$ cat config.mk
export PLATFORM = sky130hd
export DESIGN_NAME = refdiv_top
export DESIGN_NICKNAME = d
export VERILOG_FILES = /design/src/rtl/refdiv_pkg.sv /design/src/rtl/refdiv_edge_det.sv /design/src/rtl/refdiv_ratio_sel.sv /design/src/rtl/refdiv_counter.sv /design/src/rtl/refdiv_top.sv
export SDC_FILE = /design/constraint.sdc
export NUM_CORES = 1
export LEC_CHECK = 0
export ABC_AREA = 1
export BUFFER_PORTS_ARGS = -buffer_cell sky130_fd_sc_hd__buf_2
export CORE_ASPECT_RATIO = 0.8
export CORE_MARGIN = 10
export CORE_UTILIZATION = 55
export DETAILED_ROUTE_END_ITERATION = 6
export PLACE_DENSITY = 0.76
export SLEW_MARGIN = 20
export SYNTH_ARGS = -nofsm -noshare
export SYNTH_HDL_FRONTEND = slang
export SYNTH_SLANG_ARGS = --single-unit
$ cat constraint.sdc
create_clock -name clk -period 3.8 [get_ports clk]
set_input_delay 0.38 -clock clk [delete_from_list [all_inputs] [get_ports clk]]
set_output_delay 0.38 -clock clk [all_outputs]
set_load 0.01 [all_outputs]
$ cat src/rtl/refdiv_pkg.sv
package refdiv_pkg;
  localparam int unsigned RATIO_W  = 14;
  localparam int unsigned CODE_W   = 6;
  localparam int unsigned LOCK_BIT = 6;
  localparam int unsigned DIVN_BIT = 7;

  typedef enum logic [CODE_W-1:0] {
    SPOT_2K    = 6'd0,
    SPOT_4K    = 6'd1,
    SPOT_8K    = 6'd2,
    SPOT_TELCO = 6'd3,
    SPOT_6M48  = 6'd4,
    SPOT_19M44 = 6'd5,
    SPOT_25M92 = 6'd6,
    SPOT_38M88 = 6'd7,
    SPOT_51M84 = 6'd8,
    SPOT_77M76 = 6'd9
  } spot_e;

  // Ratio that brings a spot frequency down to 8 kHz; 1 means pass-through.
  function automatic logic [RATIO_W-1:0] spot_ratio(input logic [CODE_W-1:0] code,
                                                   input logic sonet);
    logic [RATIO_W-1:0] r;
    case (code)
      SPOT_TELCO: r = sonet ? 14'd193 : 14'd256;
      SPOT_6M48:  r = 14'd810;
      SPOT_19M44: r = 14'd2430;
      SPOT_25M92: r = 14'd3240;
      SPOT_38M88: r = 14'd4860;
      SPOT_51M84: r = 14'd6480;
      SPOT_77M76: r = 14'd9720;
      default:    r = 14'd1;
    endcase
    return r;
  endfunction

  // Shared divider ratio N+1.
  function automatic logic [RATIO_W-1:0] shared_ratio(input logic [RATIO_W-1:0] n);
    return n + 14'd1;
  endfunction
endpackage

$ cat src/rtl/refdiv_edge_det.sv
module refdiv_edge_det #(
  parameter int unsigned STAGES = 2
) (
  input  logic clk,
  input  logic rst_n,
  input  logic raw,
  input  logic fall_sel,
  output logic lvl,
  output logic edge_evt
);
  logic [STAGES-1:0] chain;
  logic              prev;

  always_ff @(posedge clk) begin
    if (!rst_n) begin
      chain <= '0;
      prev  <= 1'b0;
    end else begin
      chain <= {chain[STAGES-2:0], raw};
      prev  <= chain[STAGES-1];
    end
  end

  assign lvl      = chain[STAGES-1];
  assign edge_evt = fall_sel ? (prev & ~lvl) : (lvl & ~prev);
endmodule

$ cat src/rtl/refdiv_ratio_sel.sv
module refdiv_ratio_sel
  import refdiv_pkg::*;
#(
  parameter int unsigned CFG_W = 8
) (
  input  logic [CFG_W-1:0]   cfg,
  input  logic [RATIO_W-1:0] divn_n,
  input  logic               sonet,
  output logic [RATIO_W-1:0] ratio,
  output logic               passthru
);
  logic              lock8k;
  logic              use_divn;
  logic [CODE_W-1:0] code;

  assign lock8k   = cfg[LOCK_BIT];
  assign use_divn = cfg[DIVN_BIT];
  assign code     = cfg[CODE_W-1:0];

  always_comb begin
    if (lock8k && use_divn)
      ratio = shared_ratio(divn_n);
    else if (lock8k)
      ratio = spot_ratio(code, sonet);
    else
      ratio = 14'd1;
  end

  assign passthru = (ratio == 14'd1);
endmodule

$ cat src/rtl/refdiv_counter.sv
module refdiv_counter
  import refdiv_pkg::*;
(
  input  logic               clk,
  input  logic               rst_n,
  input  logic               clear,
  input  logic               edge_evt,
  input  logic [RATIO_W-1:0] ratio,
  output logic [RATIO_W-1:0] cnt,
  output logic               pulse
);
  logic [RATIO_W:0] cnt_next;
  logic             terminal;

  assign cnt_next = {1'b0, cnt} + 1'b1;
  assign terminal = (cnt_next >= {1'b0, ratio});

  always_ff @(posedge clk) begin
    if (!rst_n || clear) begin
      cnt   <= '0;
      pulse <= 1'b0;
    end else if (edge_evt) begin
      if (terminal) begin
        cnt   <= '0;
        pulse <= 1'b1;
      end else begin
        cnt   <= cnt_next[RATIO_W-1:0];
        pulse <= 1'b0;
      end
    end else begin
      pulse <= 1'b0;
    end
  end
endmodule

$ cat src/rtl/refdiv_top.sv
module refdiv_top
  import refdiv_pkg::*;
#(
  parameter int unsigned NUM_REFS    = 4,
  parameter int unsigned CFG_W       = 8,
  parameter int unsigned DIVN_W      = 14,
  parameter int unsigned SYNC_STAGES = 2,
  localparam int unsigned SEL_W      = (NUM_REFS > 1) ? $clog2(NUM_REFS) : 1
) (
  input  logic                      clk,
  input  logic                      rst_n,
  input  logic [NUM_REFS-1:0]       ref_in,
  input  logic [SEL_W-1:0]          ref_sel,
  input  logic [NUM_REFS*CFG_W-1:0] ref_cfg,
  input  logic [DIVN_W-1:0]         divn_value,
  input  logic                      edge_fall,
  input  logic                      net_strap,
  input  logic                      net_wr,
  input  logic                      net_wr_val,
  output logic                      cmp_pulse,
  output logic                      freq_mon_off
);
  localparam int unsigned SIG_W = SEL_W + CFG_W + DIVN_W + 2;

  logic [NUM_REFS-1:0] lvl_vec;
  logic [NUM_REFS-1:0] edge_vec;
  logic [NUM_REFS-1:0] divn_bits;
  logic [CFG_W-1:0]    cfg_arr [NUM_REFS];

  // Per-input synchronizer and edge detector
  for (genvar gi = 0; gi < NUM_REFS; gi++) begin : g_in
    assign cfg_arr[gi]   = ref_cfg[gi*CFG_W +: CFG_W];
    assign divn_bits[gi] = ref_cfg[gi*CFG_W + DIVN_BIT];
    refdiv_edge_det #(.STAGES(SYNC_STAGES)) u_edge (
      .clk      (clk),
      .rst_n    (rst_n),
      .raw      (ref_in[gi]),
      .fall_sel (edge_fall),
      .lvl      (lvl_vec[gi]),
      .edge_evt (edge_vec[gi])
    );
  end

  // Network-type bit: strap during reset, strobe afterwards
  logic net_sonet;
  always_ff @(posedge clk) begin
    if (!rst_n)      net_sonet <= net_strap;
    else if (net_wr) net_sonet <= net_wr_val;
  end

  // Selection of one input, exposed as named wires
  logic [CFG_W-1:0]   cfg_sel;
  logic               edge_sel;
  logic               sel_lvl;
  logic               sel_divn;
  logic [RATIO_W-1:0] ratio;
  logic               passthru;

  assign cfg_sel  = cfg_arr[ref_sel];
  assign edge_sel = edge_vec[ref_sel];
  assign sel_lvl  = lvl_vec[ref_sel];
  assign sel_divn = cfg_sel[DIVN_BIT];

  refdiv_ratio_sel #(.CFG_W(CFG_W)) u_ratio (
    .cfg      (cfg_sel),
    .divn_n   (RATIO_W'(divn_value)),
    .sonet    (net_sonet),
    .ratio    (ratio),
    .passthru (passthru)
  );

  // Restart the count whenever anything that shapes it changes
  logic [SIG_W-1:0] sig_now;
  logic [SIG_W-1:0] sig_q;
  logic             clear_cnt;

  assign sig_now = {ref_sel, cfg_sel, divn_value, edge_fall, net_sonet};

  always_ff @(posedge clk) begin
    if (!rst_n) sig_q <= '0;
    else        sig_q <= sig_now;
  end

  assign clear_cnt = (sig_now != sig_q);

  logic [RATIO_W-1:0] cnt;

  refdiv_counter u_cnt (
    .clk      (clk),
    .rst_n    (rst_n),
    .clear    (clear_cnt),
    .edge_evt (edge_sel),
    .ratio    (ratio),
    .cnt      (cnt),
    .pulse    (cmp_pulse)
  );

  assign freq_mon_off = |divn_bits;
endmodule

* After elaboration in Yosys (flattened, before gate mapping)
Index checks and enable logic that the tools add are counted.
Storage, ports and cells: latch bits 0, output and inout bits 2, memory bits (read-only) 0, memories kept 0, input bits 58, logic and storage cells 66, memory bits (writable) 0, register bits after elaboration 54
Operators by class: $mul 0, bitwise operators 18, order comparisons 3, equality and inequality tests 9, add/sub/neg operators 2, div/mod/pow operators 0, shifts and indexed selects 0, multiplexer cells 17, reduce and logical (&&, ||, !) cells 5
Operator list (count):
- $pmux 14 s7 | 1
- $mux 14 | 3
- $ne 26x26->1 | 1
- $eq 6x3->1 const B | 4
- $bmux 8 s2 | 1
- $mux 8 | 2
- $add 14x1->15 const B | 1
- $ge 15x14->1 | 1
- $add 14x1->14 const B | 1
- $eq 6x4->1 const B | 2
- $mux 9 | 1
- $not 1->1 | 9
- $and 1x1->1 | 8
- $mux 1 | 8
- $eq 6x2->1 const B | 1
- $reduce_or 4->1 | 1
- $ge 3x3->1 const B | 1
- $lt 2x3->1 const B | 1
- $not 2->3 | 1
- $bmux 1 s2 | 1
- $ne 2x1->1 const B | 1
- $reduce_or 2->1 | 1
- $logic_and 1x1->1 | 1
- $logic_not 1->1 | 1
- $logic_or 1x1->1 | 1

* Logic depth before layout (Yosys ltp)
Gate-level depths: netlist of the first run.
depth in word-level cells 10, depth in mapped cells 24, depth with buffers taken out 23

* Hierarchy
Synthesis of the first run repeated with hierarchy kept, for this count alone.
Unflattened totals: cells, all modules 707, area total of the unflattened synthesis 4139.0 sq um
Modules (own cells, without submodules):
- refdiv_top | area an instance 1541.5 sq um, cells each 267, sequential area each 550.5 sq um, times used 1
- refdiv_counter | area an instance 1400.1 sq um, cells each 218, sequential area each 300.3 sq um, times used 1
- refdiv_ratio_sel | area an instance 767.0 sq um, cells each 162, sequential area each 0.0 sq um, times used 1
- refdiv_edge_det | area an instance 107.6 sq um, cells each 15, sequential area each 60.1 sq um, times used 4

* Least setup slack after synthesis of the first run
Ideal clock, no wire load.
path type input to register, start point input ref_sel[0], end point register u_cnt.cnt[10], setup time 0.066 ns, data required time 3.734 ns, slack 1.099 ns, path buffers 3, cell stages on the path 20, arrival time 2.635 ns, cells stage by stage inv_2 -> buf_6 -> nand2_1 -> nand3_1 -> nand2_2 -> inv_1 -> nand3_1 -> inv_1 -> clkbuf_1 -> o21ai_0 -> nand2_1 -> ha_1 -> a21oi_1 -> o21ai_0 -> nand3_1 -> nand2_1 -> inv_1 -> clkbuf_1 -> nand4_1 -> a21oi_2
On the way: cells in the longest elaborated chain, start to end 10, elaborated cells between the ends (all ways) 21, those cells by class 1 x order compare; 8 x eq/ne; 9 x mux; 1 x bitwise; 2 x reduce/logical
Ends and longest elaborated chain:
- start: declaration | RTL line refdiv_top.sv:13 | input logic [SEL_W-1:0] ref_sel,
- $not 2->3 (implied by the code) | RTL line refdiv_top.sv:59 | assign cfg_sel = cfg_arr[ref_sel];
- $bmux 8 s2 | RTL line refdiv_top.sv:59
- $mux 8 (implied by the code) (2 in series) | RTL line refdiv_top.sv:59
- $eq 6x4->1 (tied with other cells) | RTL line refdiv_pkg.sv:24 | case (code)
- $pmux 14 s7 | RTL line refdiv_pkg.sv:24
- $mux 14 | RTL line refdiv_ratio_sel.sv:23 | else if (lock8k)
- $mux 14 | RTL line refdiv_ratio_sel.sv:21 | if (lock8k && use_divn)
- $ge 15x14->1 | RTL line refdiv_counter.sv:16 | assign terminal = (cnt_next >= {1'b0, ratio});
- $mux 14 | RTL line refdiv_counter.sv:23 | if (terminal) begin
- end signal: assignment | RTL line refdiv_counter.sv:27 | cnt <= cnt_next[RATIO_W-1:0];
- end: declaration | RTL line refdiv_counter.sv:9 | output logic [RATIO_W-1:0] cnt,
Several ways; a longest one is shown, not always the timed one. The select of a mux whose other input is x is not followed. A chain may end at the register's enable or synchronous reset.

* Final worst setup path of the first run
start point input ref_sel[0], end point register u_cnt.cnt[0]
Same word-level chain as after synthesis.

==> flow_metrics.env, run 1 <==
export IMPL_cts_resized=0
export IMPL_hpwl_um=7730
export IMPL_post_cts_buffers=0
export IMPL_drt_initial_drc_count=231
export IMPL_critPathRequiredTime_ns=4.02
export IMPL_num_rows=26
export IMPL_htree_levels=2
export IMPL_drv_cap=0
export IMPL_diodes=0
export IMPL_layout_min_cycle_time_ns=3.41
export IMPL_holdBufCountCts=0
export IMPL_gp_congestion=0.979
export IMPL_grt_ovfl_total=0
export IMPL_r2r_slack_ns=0.67
export IMPL_seq_area_um2=1090
export IMPL_dieArea_um2=10600
export IMPL_layout_drive_gt1_share=0.134
export IMPL_cp_start_kind="input port"
export IMPL_drcViolationCount=0
export IMPL_min_path_type="in -> reg"
export IMPL_cts_tree="done"
export IMPL_synth_area_um2=3760
export IMPL_status="complete, no violations"
export IMPL_fp_dieH_um=94.0
export IMPL_wl_per_cell_um=13.0
export IMPL_antenna_found_initial=0
export IMPL_cpPeakStageDelay_ns=0.44
export IMPL_grt_pass1_wl_um=16800
export IMPL_grt_usage=0.185
export IMPL_timing_rr_end="u_cnt.cnt[0]"
export IMPL_wirelength_um=9640
export IMPL_hold_viol=0
export IMPL_grt_max_degree=33
export IMPL_finalCritPeriodShare=0.897
export IMPL_whs_ns=0.238
export IMPL_clock_skew_ns=0.0140
export IMPL_slew_violations=0
export IMPL_yosys_cell_count_top_type="nand2_1"
export IMPL_place_area_um2=4060
export IMPL_p_leak_nw=2.15
export IMPL_ys_types=31
export IMPL_slowest_stage="nand3_1"
export IMPL_critical_path_top_delay_family="simple AND/OR/NAND/NOR gates"
export IMPL_worst_path_stages=22
export IMPL_port_buffers=59
export IMPL_synth_top_area_frac=0.282
export IMPL_max_freq_ghz=0.293
export IMPL_ant_nets=0
export IMPL_synth_edf_count=1
export IMPL_cts_inserted_buffers=5
export IMPL_die_w_um=112
export IMPL_setup_tns_ns=0
export IMPL_drtPass1Iterations=5
export IMPL_synthArstFlopShare=0
export IMPL_synthTopCellsByCount="nand2_1 (199), inv_1 (85), nand3_1 (62), dfxtp_1 (53), nor2_1 (51)"
export IMPL_syn_inst=612
export IMPL_syn_nets=686
export IMPL_synth_largest_area_cell="dfxtp_1"
export IMPL_syn_to_final_growth_pct=10.6
export IMPL_worstReg2RegStart="u_cnt.cnt[2]"
export IMPL_multi_input_area_um2=2220
export IMPL_avgViaCountPerCell=5.21
export IMPL_nNetsFinal=732
export IMPL_reg2regPathDepth=14
export IMPL_first_global_vias=3780
export IMPL_min_from="ref_in[1]"
export IMPL_crit_path_cell_trace="buf_2 > inv_2 > nand2_1 > nand3_1 > nand2_1 > nand2_1 > nor2_2 > nand3_1 > nand2_1 > nand3_1 > o21ai_1 > inv_1 > ha_1 > nand2_1 > nor2_1 > nand2_1 > nand3_1 > nand3_1 > nand3_1 > nand2_1 > inv_1 > nor2_1"
export IMPL_core_um2=6510
export IMPL_max_slew_margin=0.549
export IMPL_ys_warn_count=0
export IMPL_num_vias=3868
export IMPL_power_density_nw_per_um2=295
export IMPL_rsz0062_at_grt="false"
export IMPL_worstSetupEndpointType="flop"
export IMPL_initial_core_util=0.578
export IMPL_arrival_ns=3.63
export IMPL_crit_fanout=22
export IMPL_ys_ff_latch=54
export IMPL_hold_path_depth=3
export IMPL_setup_viol=0
export IMPL_ir_drop_mv=0.211
export IMPL_numClockSinks=54
export IMPL_crit_top_cell="nand2_1"
export IMPL_tightest_slew_ns=0.671
export IMPL_clkLatencyLatePin_ns=0.32
export IMPL_n_fill_cell=621
export IMPL_cts_buffer_depth=2
export IMPL_postSynthAreaPerCell_um2=6.15
export IMPL_crit_buf_inv=4
export IMPL_cts_root_buf="clkbuf_8"
export IMPL_path_class="in -> reg"
export IMPL_min_to="g_in[1].u_edge.chain[0]"
export IMPL_path_clk_slew_ns=0.10
export IMPL_ios=60
export IMPL_synth_top_flop_cell="dfxtp_1"
export IMPL_ys_seq_area_frac=0.290
export IMPL_final_area_um2=4160
export IMPL_synth_area_leaders="dfxtp_1 (28%), nand2_1 (20%), inv_1 (8.5%)"
[how the worst max path moves through the flow]
stage,slack (ns),startpoint,end
global placement,0.42,ref_sel[0],u_cnt.cnt[5]
detailed placement,0.16,ref_sel[0],u_cnt.cnt[0]
finish,0.39,ref_sel[0],u_cnt.cnt[0]
global route,0.09,ref_sel[0],u_cnt.cnt[8]
CTS,0.49,ref_sel[0],u_cnt.cnt[0]
floorplan,1.10,ref_sel[0],u_cnt.cnt[10]
[routing by layer]
layer  global-route usage  vias up  part of all wire  routed length, µm
met4               0.0380        0             0.010                 98
met5                    0        -                 0                  0
met3               0.0396       12             0.064                613
met2                0.319      117              0.47               4510
met1                0.231     1716              0.46               4410
li1                     -     2023                 -                  -
[layout by cell type, fill, tap and decap left out, types with 2 or more instances in the layout]
master,count
a21o_1,2
a21oi_1,11
a21oi_2,9
a31oi_1,2
buf_2,59
buf_4,2
clkbuf_8,5
dfxtp_1,53
ha_1,16
inv_1,85
inv_2,3
nand2_1,199
nand2_2,2
nand3_1,62
nand3b_1,4
nand4_1,18
nor2_1,51
nor2_2,2
nor3_1,10
o21ai_0,21
o21ai_1,8
or2_2,3
xnor2_1,7
xor2_1,17
[cell families (layout without fill, tap and decap cells)]
kind of cell | after synthesis | after routing | share of synthesized area
xor gates and xnor gates | 24 | 24 | 0.0559
and+or+nand+nor | 353 | 353 | 0.399
DFF | 54 | 54 | 0.290
buffers and inverters | 111 | 158 | 0.119
AOI/OAI and AO/OA | 54 | 54 | 0.0832
adders and majority gates | 16 | 16 | 0.0532
[tightest hold or removal path: stages]
cell	delay (ns)
buf_2	0.07
nand2_1	0.04
inv_1	0.04
[stage by stage]
step                      worst slack [ns]  cells  total power, mW   util
final                                0.392    743             1.23  0.639
after global routing                0.0948    743             1.30  0.639
after CTS                            0.491    743             1.23  0.639
after detailed placement             0.164    735            0.882  0.624
after global placement               0.416    735            0.874  0.624
after floorplan                       1.10    612            0.802      -
[final cells by class]
type / count / area share
timing repair buffer: 61 / 0.0746
clock buffer: 5 / 0.0165
multi-input combinational: 447 / 0.534
clock inverter: 3 / 0.00692
inverter: 89 / 0.0803
sequential: 54 / 0.262
tap: 84 / 0.0253
[sequential cells by signal, summed over array words and instances, names as in the netlist]
signal,count
sig_q,26
net_sonet,1
g_in.u_edge.prev,4
u_cnt.pulse,1
g_in.u_edge.chain,8
u_cnt.cnt,14
[power breakdown]
group / internal [mW] / switching, mW / total (mW)
Sequential: 0.591 / 0.0103 / 0.601
Combinational: 0.0957 / 0.177 / 0.272
Clock: 0.138 / 0.214 / 0.352
Total: 0.825 / 0.401 / 1.23
Power figures use the tool's default switching activity.
==> run 2, diff against run 1 <==
--- a/config.mk
+++ b/config.mk
@@ -5,14 +5,13 @@
 export SDC_FILE = /design/constraint.sdc
 export NUM_CORES = 1
 export LEC_CHECK = 0
-export ABC_AREA = 1
+export ABC_AREA = 0
 export BUFFER_PORTS_ARGS = -buffer_cell sky130_fd_sc_hd__buf_2
 export CORE_ASPECT_RATIO = 0.8
 export CORE_MARGIN = 10
 export CORE_UTILIZATION = 55
 export DETAILED_ROUTE_END_ITERATION = 6
-export PLACE_DENSITY = 0.76
-export SLEW_MARGIN = 20
+export PLACE_DENSITY = 0.77
 export SYNTH_ARGS = -nofsm -noshare
 export SYNTH_HDL_FRONTEND = slang
 export SYNTH_SLANG_ARGS = --single-unit
==> flow_metrics.env, run 2 <==
export IMPL_yosys_cell_count_top_type="dfxtp_1"
export IMPL_power_frac_seq=0.500
export IMPL_max_freq_ghz=0.299
export IMPL_core_um2=6010
export IMPL_tightest_slew_ns=0.679
export IMPL_layout_commonest_cell="buf_2"
export IMPL_cpPeakStageDelay_ns=0.57
export IMPL_synth_top_flop_cell="dfxtp_1"
export IMPL_synth_area_um2=3450
export IMPL_drcViolationCount=0
export IMPL_diodes=0
export IMPL_setup_tns_ns=0
export IMPL_net_switching_power_uw=359
export IMPL_critPathRequiredTime_ns=4.00
export IMPL_layout_min_cycle_time_ns=3.34
export IMPL_top_register="sig_q"
export IMPL_synth_edf_count=1
export IMPL_initial_core_util=0.575
export IMPL_path_clk_slew_ns=0.11
export IMPL_cts_resized=0
export IMPL_status="complete, no violations"
export IMPL_syn_to_final_growth_pct=12.7
export IMPL_die_w_um=109
export IMPL_fp_dieH_um=90.9
export IMPL_dieArea_um2=9870
export IMPL_port_buffers=59
export IMPL_final_cell_mix="buf_2 (59), dfxtp_1 (53), and2_1 (40)"
export IMPL_wirelength_um=8260
export IMPL_ys_seq_area_frac=0.316
export IMPL_finalCritPeriodShare=0.880
export IMPL_arrival_ns=3.54
export IMPL_slowest_stage="mux4_2"
export IMPL_path_class="in -> reg"
export IMPL_p_int_uw=846
export IMPL_num_rows=25
export IMPL_grt_pass1_wl_um=13800
export IMPL_rsz0062_at_grt="false"
export IMPL_wl_met1_um=3930
export IMPL_layout_drive_gt1_share=0.211
export IMPL_holdBufCountCts=0
export IMPL_first_global_vias=2926
export IMPL_synthArstFlopShare=0
export IMPL_wl_per_cell_um=15.7
export IMPL_syn_inst=395
export IMPL_hold_viol=0
export IMPL_crit_fanout=17
export IMPL_grt_usage=0.167
export IMPL_htree_levels=2
export IMPL_ant_nets=0
export IMPL_power_density_nw_per_um2=310
export IMPL_grt_ovfl_total=0
export IMPL_cts_root_buf="clkbuf_8"
export IMPL_postSynthAreaPerCell_um2=8.75
export IMPL_cts_buffer_depth=2
export IMPL_synth_area_leaders="dfxtp_1 (31%), and2_1 (7.2%), xnor2_1 (6.8%)"
export IMPL_setup_viol=0
export IMPL_synth_top_area_frac=0.307
export IMPL_clock_skew_ns=0.00895
export IMPL_ir_drop_mv=0.211
export IMPL_synth_largest_area_cell="dfxtp_1"
export IMPL_drt_initial_drc_count=163
export IMPL_synthTopCellsByCount="dfxtp_1 (53), and2_1 (40), nand2_1 (38), xnor2_1 (27), xor2_1 (23)"
export IMPL_grt_max_degree=42
export IMPL_worstSetupEndpointType="flop"
export IMPL_p_leak_nw=1.54
export IMPL_antenna_found_initial=0
export IMPL_num_vias=3011
export IMPL_cp_start_kind="input port"
export IMPL_crit_path_cell_trace="buf_2 > mux4_2 > nor2b_1 > nor2b_1 > and2_1 > o21ai_0 > o21a_1 > ha_1 > nand2_1 > o21a_1 > o21ai_0 > a21oi_1 > buf_4 > a32oi_1 > nor2_1"
export IMPL_slew_violations=0
export IMPL_drtPass1Iterations=5
export IMPL_cts_tree="done"
export IMPL_avgViaCountPerCell=5.71
export IMPL_clkLatencyLatePin_ns=0.31
export IMPL_pwr_share_clk=0.285
export IMPL_gp_congestion=0.894
export IMPL_final_cells=527
export IMPL_syn_nets=469
export IMPL_max_slew_margin=0.546
export IMPL_post_cts_buffers=0
export IMPL_topRoutingLayerUsed="met4"
export IMPL_ys_warn_count=0
export IMPL_hpwl_um=6450
export IMPL_largest_reg_flops=26
export IMPL_wl_met3_um=600
export IMPL_ys_ff_latch=54
export IMPL_numClockSinks=54
export IMPL_dp_cells=519
export IMPL_reg_top3="sig_q (26), u_cnt.cnt (14), g_in.u_edge.chain (8)"
export IMPL_nNetsFinal=519
export IMPL_ios=60
export IMPL_met2_length_um=3680
export IMPL_p_sw_frac=0.298
export IMPL_cts_inserted_buffers=5
export IMPL_ys_types=46
export IMPL_min_path_type="in -> reg"
export IMPL_pwr_share_comb=0.215
export IMPL_r2r_slack_ns=0.54
export IMPL_drv_cap=0
[run 2: changes by cell type after synthesis, sizes merged, moves of 8 or more]
cell,delta
xnor2,+20
mux4,+9
o21ai,-20
nor2,-32
o21a,+8
nand3,-47
nand2,-163
nor2b,+8
inv,-83
and2,+40
[run 2: through the flow]
step                utilization  power, mW  instance area (µm²)  worst slack, ns  hold slack (ns)
detailed placement        0.632      0.871                 3790            0.103            0.422
CTS                       0.648       1.21                 3890            0.444            0.257
finish                    0.648       1.21                 3890            0.457            0.265
global route              0.648       1.27                 3890            0.244            0.269
global placement          0.632      0.864                 3790            0.264            0.413
floorplan                     -      0.787                 3450            0.373            0.412
[run 2: area by class of cell]
class	count	area, µm²
Multi-Input combinational cell	314	2240
Fill cell	516	2110
Sequential cell	54	1090
Timing Repair Buffer	65	340
Tap cell	81	101
Clock buffer	5	68.8
Clock inverter	3	28.8
Inverter	5	18.8
[run 2: metal layers]
layer  GRT usage  up-vias
li1            -     1490
met1       0.223     1426
met2       0.261       89
met3      0.0471        6
met4      0.0296        0
met5           0        -
[run 2: power groups by stage]
stage / Sequential, mW / Clock, mW / Combinational [mW]
finish: 0.603 / 0.344 / 0.259
detailed placement: 0.616 / 0 / 0.255
global placement: 0.615 / 0 / 0.249
CTS: 0.603 / 0.350 / 0.257
floorplan: 0.613 / 0 / 0.174
global route: 0.605 / 0.376 / 0.286
[run 2: path summary, 6_finish.rpt]
kind              cells after the start                 endpoint               startpoint
setup / recovery                     15             u_cnt.cnt[3]               ref_sel[0]
hold / removal                        2  g_in[0].u_edge.chain[0]                ref_in[0]
setup reg to reg                     13            u_cnt.cnt[11]             u_cnt.cnt[0]
hold reg to reg                       1  g_in[3].u_edge.chain[1]  g_in[3].u_edge.chain[0]
[run 2: cell families after synthesis]
| logic type | count (synthesis) | share of synthesized area |
|---|---|---|
| and+or+nand+nor | 174 | 0.279 |
| AOI/OAI and AO/OA | 64 | 0.124 |
| DFF | 54 | 0.316 |
| xor gates and xnor gates | 50 | 0.127 |
| buffers and inverters | 27 | 0.0348 |
| adders and majority gates | 16 | 0.0579 |
| muxes | 10 | 0.0619 |
[run 2: worst max-delay path: cells and delay by family]
family / cells / cell delay (ns)
muxes: 1 / 0.57
adders and majority gates: 1 / 0.29
and+or+nand+nor: 5 / 0.88
AOI/OAI and AO/OA: 6 / 0.94
buffers and inverters: 2 / 0.48
==> run 3, diff against run 2 <==
--- a/config.mk
+++ b/config.mk
@@ -11,7 +11,9 @@
 export CORE_MARGIN = 10
 export CORE_UTILIZATION = 55
 export DETAILED_ROUTE_END_ITERATION = 6
-export PLACE_DENSITY = 0.77
+export GPL_TIMING_DRIVEN = 0
+export PLACE_DENSITY = 0.76
 export SYNTH_ARGS = -nofsm -noshare
 export SYNTH_HDL_FRONTEND = slang
+export SYNTH_HIERARCHICAL = 1
 export SYNTH_SLANG_ARGS = --single-unit
==> flow_metrics.env, run 3 <==
export IMPL_place_area_um2=3850
export IMPL_hpwl_um=6540
export IMPL_largest_reg_flops=26
export IMPL_gp_congestion=0.882
export IMPL_drcViolationCount=0
export IMPL_utilization=0.660
export IMPL_final_area_um2=3960
export IMPL_post_cts_buffers=0
export IMPL_crit_start="ref_sel[0]"
export IMPL_dp_cells=523
export IMPL_slew_violations=0
export IMPL_numClockSinks=54
export IMPL_rsz0062_at_grt="false"
export IMPL_avgViaCountPerCell=5.51
export IMPL_hold_viol=0
export IMPL_arrival_ns=3.70
export IMPL_ys_warn_count=6
export IMPL_grt_usage=0.171
export IMPL_n_fill_cell=537
export IMPL_layout_min_cycle_time_ns=3.46
export IMPL_grt_max_degree=25
export IMPL_cp_start_kind="input port"
export IMPL_power_total_mw=1.24
export IMPL_wirelength_um=8190
export IMPL_max_freq_ghz=0.289
export IMPL_crit_end="u_cnt/cnt[1]"
export IMPL_nNetsFinal=523
export IMPL_synth_area_um2=3450
export IMPL_wl_per_cell_um=15.4
export IMPL_path_class="in -> reg"
export IMPL_htree_levels=2
export IMPL_r2r_slack_ns=0.68
export IMPL_final_cells=531
export IMPL_cts_inserted_buffers=5
export IMPL_worstSetupEndpointType="flop"
export IMPL_core_um2=6010
export IMPL_syn_nets=457
export IMPL_reg_top3="sig_q (26), u_cnt/cnt (14), g_in.u_edge/chain (8)"
export IMPL_grt_pass1_wl_um=13800
export IMPL_drt_initial_drc_count=114
export IMPL_postSynthAreaPerCell_um2=9.01
export IMPL_dieArea_um2=9860
export IMPL_first_global_vias=3032
export IMPL_ir_drop_mv=0.265
export IMPL_clock_skew_ns=0.0105
export IMPL_layout_drive_gt1_share=0.220
export IMPL_final_cell_mix="buf_2 (64), dfxtp_1 (53), and2_1 (38)"
export IMPL_diodes=0
export IMPL_num_vias=2926
export IMPL_crit_fanout=10
export IMPL_setup_viol=0
export IMPL_syn_to_final_growth_pct=14.8
export IMPL_finalCritPeriodShare=0.911
export IMPL_drtPass1Iterations=4
export IMPL_power_density_nw_per_um2=312
export IMPL_tightest_slew_ns=0.633
export IMPL_hold_path_depth=2
export IMPL_cts_buffer_depth=2
export IMPL_layout_commonest_cell="buf_2"
export IMPL_cts_tree="done"
export IMPL_initial_core_util=0.575
export IMPL_syn_inst=383
export IMPL_max_slew_margin=0.574
export IMPL_ant_nets=0
export IMPL_num_rows=25
export IMPL_fp_dieH_um=90.8
export IMPL_drv_cap=0
export IMPL_clkLatencyLatePin_ns=0.32
export IMPL_cts_root_buf="clkbuf_8"
export IMPL_worstReg2RegStart="u_cnt/cnt[0]"
export IMPL_die_w_um=109
export IMPL_antenna_found_initial=0
export IMPL_critPathRequiredTime_ns=4.04
export IMPL_path_clk_slew_ns=0.11
export IMPL_grt_ovfl_total=0
export IMPL_status="complete, no violations"
export IMPL_ios=60
export IMPL_top_register="sig_q"
export IMPL_timing_rr_end="u_cnt/cnt[1]"
export IMPL_min_path_type="in -> reg"
export IMPL_port_buffers=59
export IMPL_reg2regPathDepth=14
export IMPL_p_leak_nw=1.65
-- run 3: layer usage --
| metal | GRT usage | routed length [µm] | vias up |
|---|---|---|---|
| li1 | - | - | 1463 |
| met1 | 0.216 | 3790 | 1366 |
| met2 | 0.282 | 3820 | 82 |
| met3 | 0.0350 | 447 | 15 |
| met4 | 0.0515 | 136 | 0 |
| met5 | 0 | 0 | - |
-- run 3: per-stage QoR --
| stage | setup slack (ns) | setup TNS, ns | hold WS, ns |
|---|---|---|---|
| after global placement | -0.0380 | -0.176 | 0.415 |
| final | 0.340 | 0 | 0.260 |
| after global routing | 0.0468 | 0 | 0.258 |
| after floorplan | 0.548 | 0 | 0.412 |
| after CTS | 0.262 | 0 | 0.248 |
| after detailed placement | -0.0704 | -0.362 | 0.418 |
-- run 3: area by class of cell --
type                    instances  area [µm²]  share of cell area
well taps                      81         101              0.0256
clock inverters                 2        18.8             0.00474
inverters                      19        71.3              0.0180
plain buffers                  17         100              0.0253
multi-input cells             293        2190               0.553
flip-flops and latches         54        1090               0.275
repair buffers                 59         295              0.0745
clock buffers                   6        93.8              0.0237
-- run 3: worst min path at each step --
stage	slack, ns	start	end
after global routing	0.26	ref_in[3]	g_in[3].u_edge/chain[0]
after floorplan	0.41	g_in[0].u_edge/chain[0]	g_in[0].u_edge/chain[1]
after detailed placement	0.42	g_in[2].u_edge/chain[0]	g_in[2].u_edge/chain[1]
after global placement	0.41	g_in[1].u_edge/chain[0]	g_in[1].u_edge/chain[1]
final	0.26	ref_in[0]	g_in[0].u_edge/chain[0]
after CTS	0.25	ref_in[0]	g_in[0].u_edge/chain[0]
-- run 3: power breakdown --
group	internal, mW	switching, mW
Sequential	0.591	0.0122
Combinational	0.111	0.138
Clock	0.175	0.210
Total	0.877	0.360
-- run 3: worst max-delay path, stage by stage --
cell and delay (ns):
buf_2 0.10, buf_6 0.17, mux4_2 0.63, nor3_2 0.29
and2_1 0.17, buf_2 0.17, o21ai_0 0.11, o21ai_0 0.08
inv_1 0.07, ha_1 0.30, a21oi_1 0.13, o21ai_0 0.13
a221oi_2 0.30, o211ai_2 0.21, buf_6 0.20, a211oi_1 0.23
-- run 3: what timing repair did --
action | 4_1_cts | 5_1_grt
gates resized for setup | 0 | 2
endpoints found under the setup margin | 0 | 9
hold buffers | 0 | 0
